===== src/rtl/seq_lock_pkg.sv =====
package seq_lock_pkg;

  // Abstract position within an unlock attempt.
  typedef enum logic [1:0] {
    ST_IDLE = 2'd0,
    ST_ONE  = 2'd1,
    ST_TWO  = 2'd2,
    ST_OPEN = 2'd3
  } lock_step_e;

  // Physical state encoding choice.
  typedef enum logic [1:0] {
    ENC_BIN    = 2'd0,
    ENC_GRAY   = 2'd1,
    ENC_ONEHOT = 2'd2
  } lock_enc_e;

  // Key patterns, written as {key_a, key_b}.
  localparam logic [1:0] PAT_FIRST = 2'b10;
  localparam logic [1:0] PAT_NEXT  = 2'b01;

  function automatic int code_width(lock_enc_e enc);
    return (enc == ENC_ONEHOT) ? 4 : 2;
  endfunction

  // Code for a step, right-aligned in four bits.
  function automatic logic [3:0] step_code(lock_enc_e enc, lock_step_e s);
    logic [3:0] c;
    case (enc)
      ENC_GRAY:   c = {2'b00, s[1], s[1] ^ s[0]};
      ENC_ONEHOT: c = 4'b1000 >> s;
      default:    c = {2'b00, s};
    endcase
    return c;
  endfunction

endpackage


===== src/rtl/lock_rst_sync.sv =====
module lock_rst_sync #(
  parameter int STAGES = 2
) (
  input  logic clk,
  input  logic rst_n,
  output logic rst_sync_n
);

  logic [STAGES-1:0] chain_q;

  // Assert at once, release after STAGES rising edges.
  always_ff @(posedge clk or negedge rst_n) begin
    if (!rst_n) begin
      chain_q <= '0;
    end else begin
      chain_q <= {chain_q[STAGES-2:0], 1'b1};
    end
  end

  assign rst_sync_n = chain_q[STAGES-1];

endmodule


===== src/rtl/lock_state_codec.sv =====
module lock_state_codec
  import seq_lock_pkg::*;
#(
  parameter lock_enc_e ENC = ENC_BIN,
  localparam int SW = code_width(ENC)
) (
  input  logic [SW-1:0] code_in,
  input  lock_step_e    step_in,
  output lock_step_e    step_out,
  output logic          code_legal,
  output logic [SW-1:0] code_out
);

  logic [3:0] code_wide;

  assign code_wide = step_code(ENC, step_in);
  assign code_out  = code_wide[SW-1:0];

  generate
    if (ENC == ENC_ONEHOT) begin : g_hot
      always_comb begin
        code_legal = 1'b1;
        case (code_in)
          4'b1000: step_out = ST_IDLE;
          4'b0100: step_out = ST_ONE;
          4'b0010: step_out = ST_TWO;
          4'b0001: step_out = ST_OPEN;
          default: begin
            step_out   = ST_IDLE;
            code_legal = 1'b0;
          end
        endcase
      end
    end else if (ENC == ENC_GRAY) begin : g_gray
      assign step_out   = lock_step_e'({code_in[1], code_in[1] ^ code_in[0]});
      assign code_legal = 1'b1;
    end else begin : g_bin
      assign step_out   = lock_step_e'(code_in);
      assign code_legal = 1'b1;
    end
  endgenerate

endmodule


===== src/rtl/lock_step_logic.sv =====
module lock_step_logic
  import seq_lock_pkg::*;
(
  input  lock_step_e cur_step,
  input  logic       cur_legal,
  input  logic       key_a,
  input  logic       key_b,
  output lock_step_e nxt_step,
  output logic       is_open
);

  logic [1:0] pat;

  assign pat = {key_a, key_b};

  always_comb begin
    nxt_step = ST_IDLE;
    if (cur_legal) begin
      case (cur_step)
        ST_IDLE: nxt_step = (pat == PAT_FIRST) ? ST_ONE  : ST_IDLE;
        ST_ONE:  nxt_step = (pat == PAT_NEXT)  ? ST_TWO  : ST_IDLE;
        ST_TWO:  nxt_step = (pat == PAT_NEXT)  ? ST_OPEN : ST_IDLE;
        ST_OPEN: nxt_step = (pat == PAT_FIRST) ? ST_ONE  : ST_IDLE;
        default: nxt_step = ST_IDLE;
      endcase
    end
  end

  // An illegal code is treated as idle and never reads as open.
  assign is_open = cur_legal && (cur_step == ST_OPEN);

endmodule


===== src/rtl/seq_lock.sv =====
module seq_lock
  import seq_lock_pkg::*;
#(
  parameter lock_enc_e ENC         = ENC_BIN,
  parameter int        SYNC_STAGES = 2
) (
  input  logic clk,
  input  logic rst_n,
  input  logic key_a,
  input  logic key_b,
  output logic unlock
);

  localparam int         SW        = code_width(ENC);
  localparam logic [3:0] IDLE_WIDE = step_code(ENC, ST_IDLE);
  localparam logic [SW-1:0] IDLE_CODE = IDLE_WIDE[SW-1:0];

  logic          rst_sync_n;
  logic [SW-1:0] state_q;
  logic [SW-1:0] state_d;
  lock_step_e    cur_step;
  lock_step_e    nxt_step;
  logic          code_ok;
  logic          open_flag;
  logic          state_en;

  lock_rst_sync #(.STAGES(SYNC_STAGES)) u_rst_sync (
    .clk        (clk),
    .rst_n      (rst_n),
    .rst_sync_n (rst_sync_n)
  );

  lock_state_codec #(.ENC(ENC)) u_codec (
    .code_in    (state_q),
    .step_in    (nxt_step),
    .step_out   (cur_step),
    .code_legal (code_ok),
    .code_out   (state_d)
  );

  lock_step_logic u_step (
    .cur_step  (cur_step),
    .cur_legal (code_ok),
    .key_a     (key_a),
    .key_b     (key_b),
    .nxt_step  (nxt_step),
    .is_open   (open_flag)
  );

  // Update only when the code would change.
  assign state_en = (state_d != state_q);

  always_ff @(posedge clk or negedge rst_sync_n) begin
    if (!rst_sync_n) begin
      state_q <= IDLE_CODE;
    end else if (state_en) begin
      state_q <= state_d;
    end
  end

  assign unlock = open_flag;

endmodule


===== config.mk =====
export PLATFORM = sky130hd
export DESIGN_NAME = seq_lock
export DESIGN_NICKNAME = d
export VERILOG_FILES = /design/src/rtl/seq_lock_pkg.sv /design/src/rtl/lock_rst_sync.sv /design/src/rtl/lock_state_codec.sv /design/src/rtl/lock_step_logic.sv /design/src/rtl/seq_lock.sv
export SDC_FILE = /design/constraint.sdc
export NUM_CORES = 1
export LEC_CHECK = 0
export BUFFER_PORTS_ARGS = -buffer_cell sky130_fd_sc_hd__clkbuf_2
export CAP_MARGIN = 20
export CORE_AREA = 5 5 42 44
export CTS_CLUSTER_DIAMETER = 40
export DETAILED_ROUTE_END_ITERATION = 7
export DIE_AREA = 0 0 47 49
export GPL_ROUTABILITY_DRIVEN = 1
export SLEW_MARGIN = 10
export SYNTH_ARGS = -nofsm -noshare
export SYNTH_HDL_FRONTEND = slang
export SYNTH_SLANG_ARGS = --single-unit
export TNS_END_PERCENT = 1

===== constraint.sdc =====
create_clock -name clk -period 1.9 [get_ports clk]
set_input_delay 0.38 -clock clk [delete_from_list [all_inputs] [get_ports clk]]
set_output_delay 0.38 -clock clk [all_outputs]
set_load 0.005 [all_outputs]

==> results_dict.tcl, run 1 <==
set metrics [dict create \
    syn_nets 24 \
    rsz0062_at_grt "no" \
    finalSetupViolations 0 \
    via_per_inst 3.39 \
    fin_crit_sh_pct 70.1 \
    grt_use_total_pct 3.25 \
    critPathCaptureType "primary output" \
    dieArea_mm2 0.00230 \
    ys.flop_type "dfrtp_1" \
    wl_met1_um 113 \
    vdd_ir_drop_max_uv 212 \
    io_pins 5 \
    p_leak_nw 0.129 \
    slew_violations 0 \
    crit_required_ps 1520 \
    clock-skew-final_ps 1.23 \
    clock-sinks 4 \
    synth_area_leaders "dfrtp_1 (50%), ha_1 (19%), nand3b_1 (7.5%)" \
    die_h_um 49 \
    r2r_slack_ps 810 \
    startpoint_type "flip-flop" \
    max_freq_ghz 0.751 \
    p_seq_share_pct 44.3 \
    cts_tree "yes" \
    synth_most_common_cell "dfrtp_1" \
    dr_wl_met3_um 23 \
    async_flop_share_pct 100 \
    antenna_found_initial 0 \
    grt_max_degree 5 \
    yosysWarnings 0 \
    syn_to_final_growth_pct 36.5 \
    dpl.hpwl_um 233 \
    grt_pass1_wl_um 441 \
    path_cells "ha_1 > clkbuf_2" \
    clk_latency_ps 230 \
    finalHoldViolCount 0 \
    cp_max_fo 4 \
    synth_cell_types 8 \
    synth.avg_cell_area_um2 11.7 \
    highest_layer "met3" \
    start_util_pct 14.2 \
    clk_pin_slew_ps 40 \
    syn-instance-count 17 \
    r2r_start "state_q[0]$_DFFE_PN0P_" \
    drc 0 \
    dr.pass1.iters 2 \
    worst-setup-path-type "reg2out" \
    r2r-end "state_q[1]$_DFFE_PN0P_" \
    portBuffers 4 \
    syn-cell-area_um2 199 \
    yosys_register_bits 4 \
    fin_util_pct 19.4 \
    switchingPower_uw 40.8 \
    numCtsBuffers 3 \
    drive_gt1_share_pct 28.0 \
    min_period_ps 1330 \
    rows 14 \
    synth_common_cells "dfrtp_1 (4), ha_1 (3)" \
    fp.dieW_um 47 \
    yosysTopAreaCell "dfrtp_1" \
    critical_path_depth 2 \
    cts_root_buffer "clkbuf_4" \
    antenna_left 0 \
    drt_iter0_markers 2 \
    place.gp.congestion 0.525 \
    wl_um 288 \
    worstHoldPathType "reg2async" \
    core_area_mm2 0.00140 \
    tns_ps 0 \
    nNetsFinal 34 \
    synth_enable_flop_cells 0 \
    synth_top_area_share_pct 50.3 \
    num_antenna_cells 0 \
    grt_overflow_total 0 \
    ff2ff_path_depth 3 \
    switching_share_pct 19.5 \
    ys_seq_area_share_pct 50.3 \
    met2_length_um 151 \
    critPathSlowestCell "dfrtp_1" \
    crit_arrival_ps 950 \
    cts_max_level 1 \
    critPathMaxStageDelay_ps 410 \
    grt_pass1_vias 122 \
    power.share.clock_pct 48.7 \
    wl_per_cell_um 7.02 \
    vias 139 \
    critPathTopFamily "flip-flops" \
    power_density_mw_per_mm2 772 \
    p_comb_share_pct 7.0 \
    drv_cap 0 \
    path_buf_inv 1 \
    cts_buffer_depth 2 \
    status "completed" \
    power.internal_uw 169 \
]
==> cell families (layout without fill, tap and decap cells) <==
family / Yosys count / count (layout) / synth area share, %
AOI/OAI and AO/OA: 2 / 2 / 5.03
and+or+nand+nor: 4 / 4 / 15.1
muxes: 1 / 1 / 5.03
DFF: 4 / 4 / 50.3
other: 1 / 1 / 1.88
buffers and inverters: 2 / 10 / 3.77
adders and majority gates: 3 / 3 / 18.9
==> layout by cell type (no fill, tap or decap) <==
master and instances:
a21oi_1 2, clkbuf_2 4, conb_1 1, ha_1 3, dlygate4sd3_1 1, mux2i_1 1, dfrtp_1 4, or2b_1 2
nand3b_1 2, clkbuf_4 3, inv_1 2
==> repair_timing <==
item                                   in CTS  in global routing
setup buffers                               0                  0
hold buffers                                1                  0
endpoints found under the hold margin       2                  0
resized for setup                           0                  0
==> per-layer routing <==
layer	track usage, %	up-vias
met3	4.43	0
met1	2.67	67
met5	0	-
met2	3.62	2
met4	2.76	0
li1	-	70
==> sequential cells by signal, summed over array words and instances, names as in the netlist <==
register / cells
state_q: 2
u_rst_sync.chain_q: 2
==> through the flow <==
stage          hold slack, ps  std cells  total power [mW]  worst slack (ps)  cell area (µm²)
2_1_floorplan            11.1         17             0.101               893              199
3_3_place_gp             15.3         37             0.107               807              239
3_5_place_dp             17.6         37             0.107               804              239
4_1_cts                  23.4         41             0.219               548              272
5_1_grt                  31.1         41             0.223               517              272
6_report                 18.0         41             0.210               568              272
==> worst max-delay path by stage <==
stage	start	to	slack (ps)
global placement	state_q[0]$_DFFE_PN0P_	unlock	810
CTS	state_q[0]$_DFFE_PN0P_	unlock	550
floorplan	state_q[0]$_DFFE_PN0P_	state_q[1]$_DFFE_PN0P_	890
detailed placement	state_q[0]$_DFFE_PN0P_	unlock	800
global route	state_q[0]$_DFFE_PN0P_	unlock	520
finish	state_q[0]$_DFFE_PN0P_	unlock	570
==> layout make-up <==
type	count	area [µm²]
inverters	2	7.51
clock buffers	3	22.5
multi-input cells	11	91.3
flip-flops and latches	4	100
repair buffers	5	30.0
well taps	16	20.0
fillers	167	1130
==> power groups by stage <==
stage / logic [mW] / clock network [mW] / registers [mW]
2_1_floorplan: 0.00755 / 0 / 0.0934
4_1_cts: 0.0150 / 0.111 / 0.0929
3_5_place_dp: 0.0133 / 0 / 0.0940
5_1_grt: 0.0165 / 0.114 / 0.0934
6_report: 0.0147 / 0.102 / 0.0929
3_3_place_gp: 0.0128 / 0 / 0.0938
Power figures use the tool's default switching activity.
==> run 2: changes to the inputs <==
Clock period 1.9 ns to 1.1 ns, I/O delays scaled along.
==> run 2 against run 1 <==
Compared with the run above: the run now ends with negative setup slack left; worst hold slack got worse by 1.4 ps; sequential share of layout area decreased by 2.7 points; clock-buffer cell count unchanged; clock skew decreased by 1.2 ps; core utilization increased by 1.5 points; routed wire length decreased by 1.4%; clock power increased by 75%.
==> results_dict.tcl, run 2 (synthesis results as in run 1) <==
set metrics [dict create \
    worstHoldPathType "reg2async" \
    wl_um 284 \
    fp.dieW_um 47 \
    clock-sinks 4 \
    place_area_um2 239 \
    fin_util_pct 20.9 \
    min_period_ps 1130 \
    switchingPower_uw 73.5 \
    crit_arrival_ps 910 \
    holdWs_ps 16.6 \
    power.internal_uw 296 \
    drt_iter0_markers 0 \
    grt_pass1_vias 121 \
    startpoint_type "flip-flop" \
    num_antenna_cells 0 \
    final_area_um2 293 \
    power_density_mw_per_mm2 1260 \
    critPathCaptureType "primary output" \
    crit_start "state_q[0]$_DFFE_PN0P_" \
    cts_root_buffer "clkbuf_4" \
    portBuffers 4 \
    max_freq_ghz 0.887 \
    dr.pass1.iters 1 \
    grt_pass1_wl_um 434 \
    drc 0 \
    fin_ws_ps -27.0 \
    finalSetupViolations 1 \
    grt_use_total_pct 3.11 \
    grt_max_degree 5 \
    layout_common_cells "clkbuf_2 (4), dfrtp_1 (4), clkbuf_4 (3)" \
    io_pins 5 \
    r2r_slack_ps 30 \
    p_comb_share_pct 8.6 \
    drv_cap 0 \
    vias 141 \
    failed_checks "negative setup slack" \
    p_leak_nw 0.137 \
    nNetsFinal 36 \
    wl_per_cell_um 6.60 \
    largestRegisters "state_q: 2 flops, u_rst_sync.chain_q: 2 flops" \
    r2r-end "state_q[0]$_DFFE_PN0P_" \
    crit_path_end "unlock" \
    power.share.clock_pct 48.1 \
    cts_tree "yes" \
    cts_max_level 1 \
    rsz0062_at_grt "yes" \
    core_area_mm2 0.00140 \
    numCtsBuffers 3 \
    grt_overflow_total 0 \
    syn_to_final_growth_pct 47.2 \
    via_per_inst 3.28 \
    clk_pin_slew_ps 40 \
    vdd_ir_drop_max_uv 402 \
    dieArea_mm2 0.00230 \
    cts_buffer_depth 2 \
    clock-skew-final_ps 0.0342 \
    switching_share_pct 19.9 \
    r2r_start "state_q[1]$_DFFE_PN0P_" \
    antenna_left 0 \
    total_power_uw 369 \
    p_seq_share_pct 43.3 \
    place.gp.congestion 0.518 \
    worst-setup-path-type "reg2out" \
    slew_violations 0 \
    finalHoldViolCount 0 \
    crit_required_ps 880 \
    drive_gt1_share_pct 40.7 \
    clk_latency_ps 230 \
    die_h_um 49 \
    ff2ff_path_depth 4 \
    start_util_pct 14.2 \
    antenna_found_initial 0 \
    rows 14 \
    fillCellCount 165 \
    cp_max_fo 4 \
    fin_crit_sh_pct 102 \
    status "finished, violations left" \
]
## run 2: changes by cell type in the layout (fill, tap and decap cells not counted)
cell	change
ha_2	+1
buf_4	+2
a21oi_2	+1
ha_1	-1
a21oi_1	-1
## run 2: cell type report
type	instances	area, µm²	share of cell area (%)
sequential	4	100	34.2
multi-input combinational	11	97.6	33.3
timing repair buffer	7	45.0	15.4
clock buffer	3	22.5	7.69
tap	16	20.0	6.84
inverter	2	7.51	2.56
## run 2: worst min-delay path by stage
stage	slack [ps]	cells past startpoint	to	start
2_1_floorplan	-80	0	u_rst_sync.chain_q[0]$_DFF_PN0_	rst_n
3_3_place_gp	8	1	u_rst_sync.chain_q[1]$_DFF_PN0_	rst_n
3_5_place_dp	9	1	u_rst_sync.chain_q[1]$_DFF_PN0_	rst_n
4_1_cts	20	0	state_q[1]$_DFFE_PN0P_	u_rst_sync.chain_q[1]$_DFF_PN0_
5_1_grt	30	0	state_q[0]$_DFFE_PN0P_	u_rst_sync.chain_q[1]$_DFF_PN0_
6_report	20	0	state_q[0]$_DFFE_PN0P_	u_rst_sync.chain_q[1]$_DFF_PN0_
## run 2: power groups by stage
stage	clock, mW	combinational, mW	sequential [mW]
2_1_floorplan	0	0.0130	0.161
3_5_place_dp	0	0.0225	0.162
3_3_place_gp	0	0.0220	0.162
5_1_grt	0.194	0.0357	0.161
4_1_cts	0.189	0.0306	0.160
6_report	0.178	0.0317	0.160
## run 2: critical path: stages, from the launching register on
cell	delay, ps
dfrtp_1	400
ha_2	170
clkbuf_2	100
## run 2: metal layers
layer  vias to the layer above  part of all wire (%)  GRT usage, %
met5                         -                     0             0
met1                        65                    36          2.23
met4                         0                     0          1.38
met2                         2                    55          4.30
li1                         74                     -             -
met3                         0                   8.5          4.43
## run 2: what timing repair did
action                                  CTS  global route
endpoints found under the setup margin    1             3
gates resized for setup                   1             1
endpoints found under the hold margin     2             0
pin swaps                                 2             0
setup buffers                             2             0
hold buffers                              1             0
## run 2: metrics by stage
stage	setup WS (ps)	cells	TNS, ps
floorplan	92.6	17	0
global placement	30.8	37	0
detailed placement	44.9	37	0
CTS	-40.8	43	-40.8
global route	-66.5	43	-105
finish	-27.0	43	-27.0
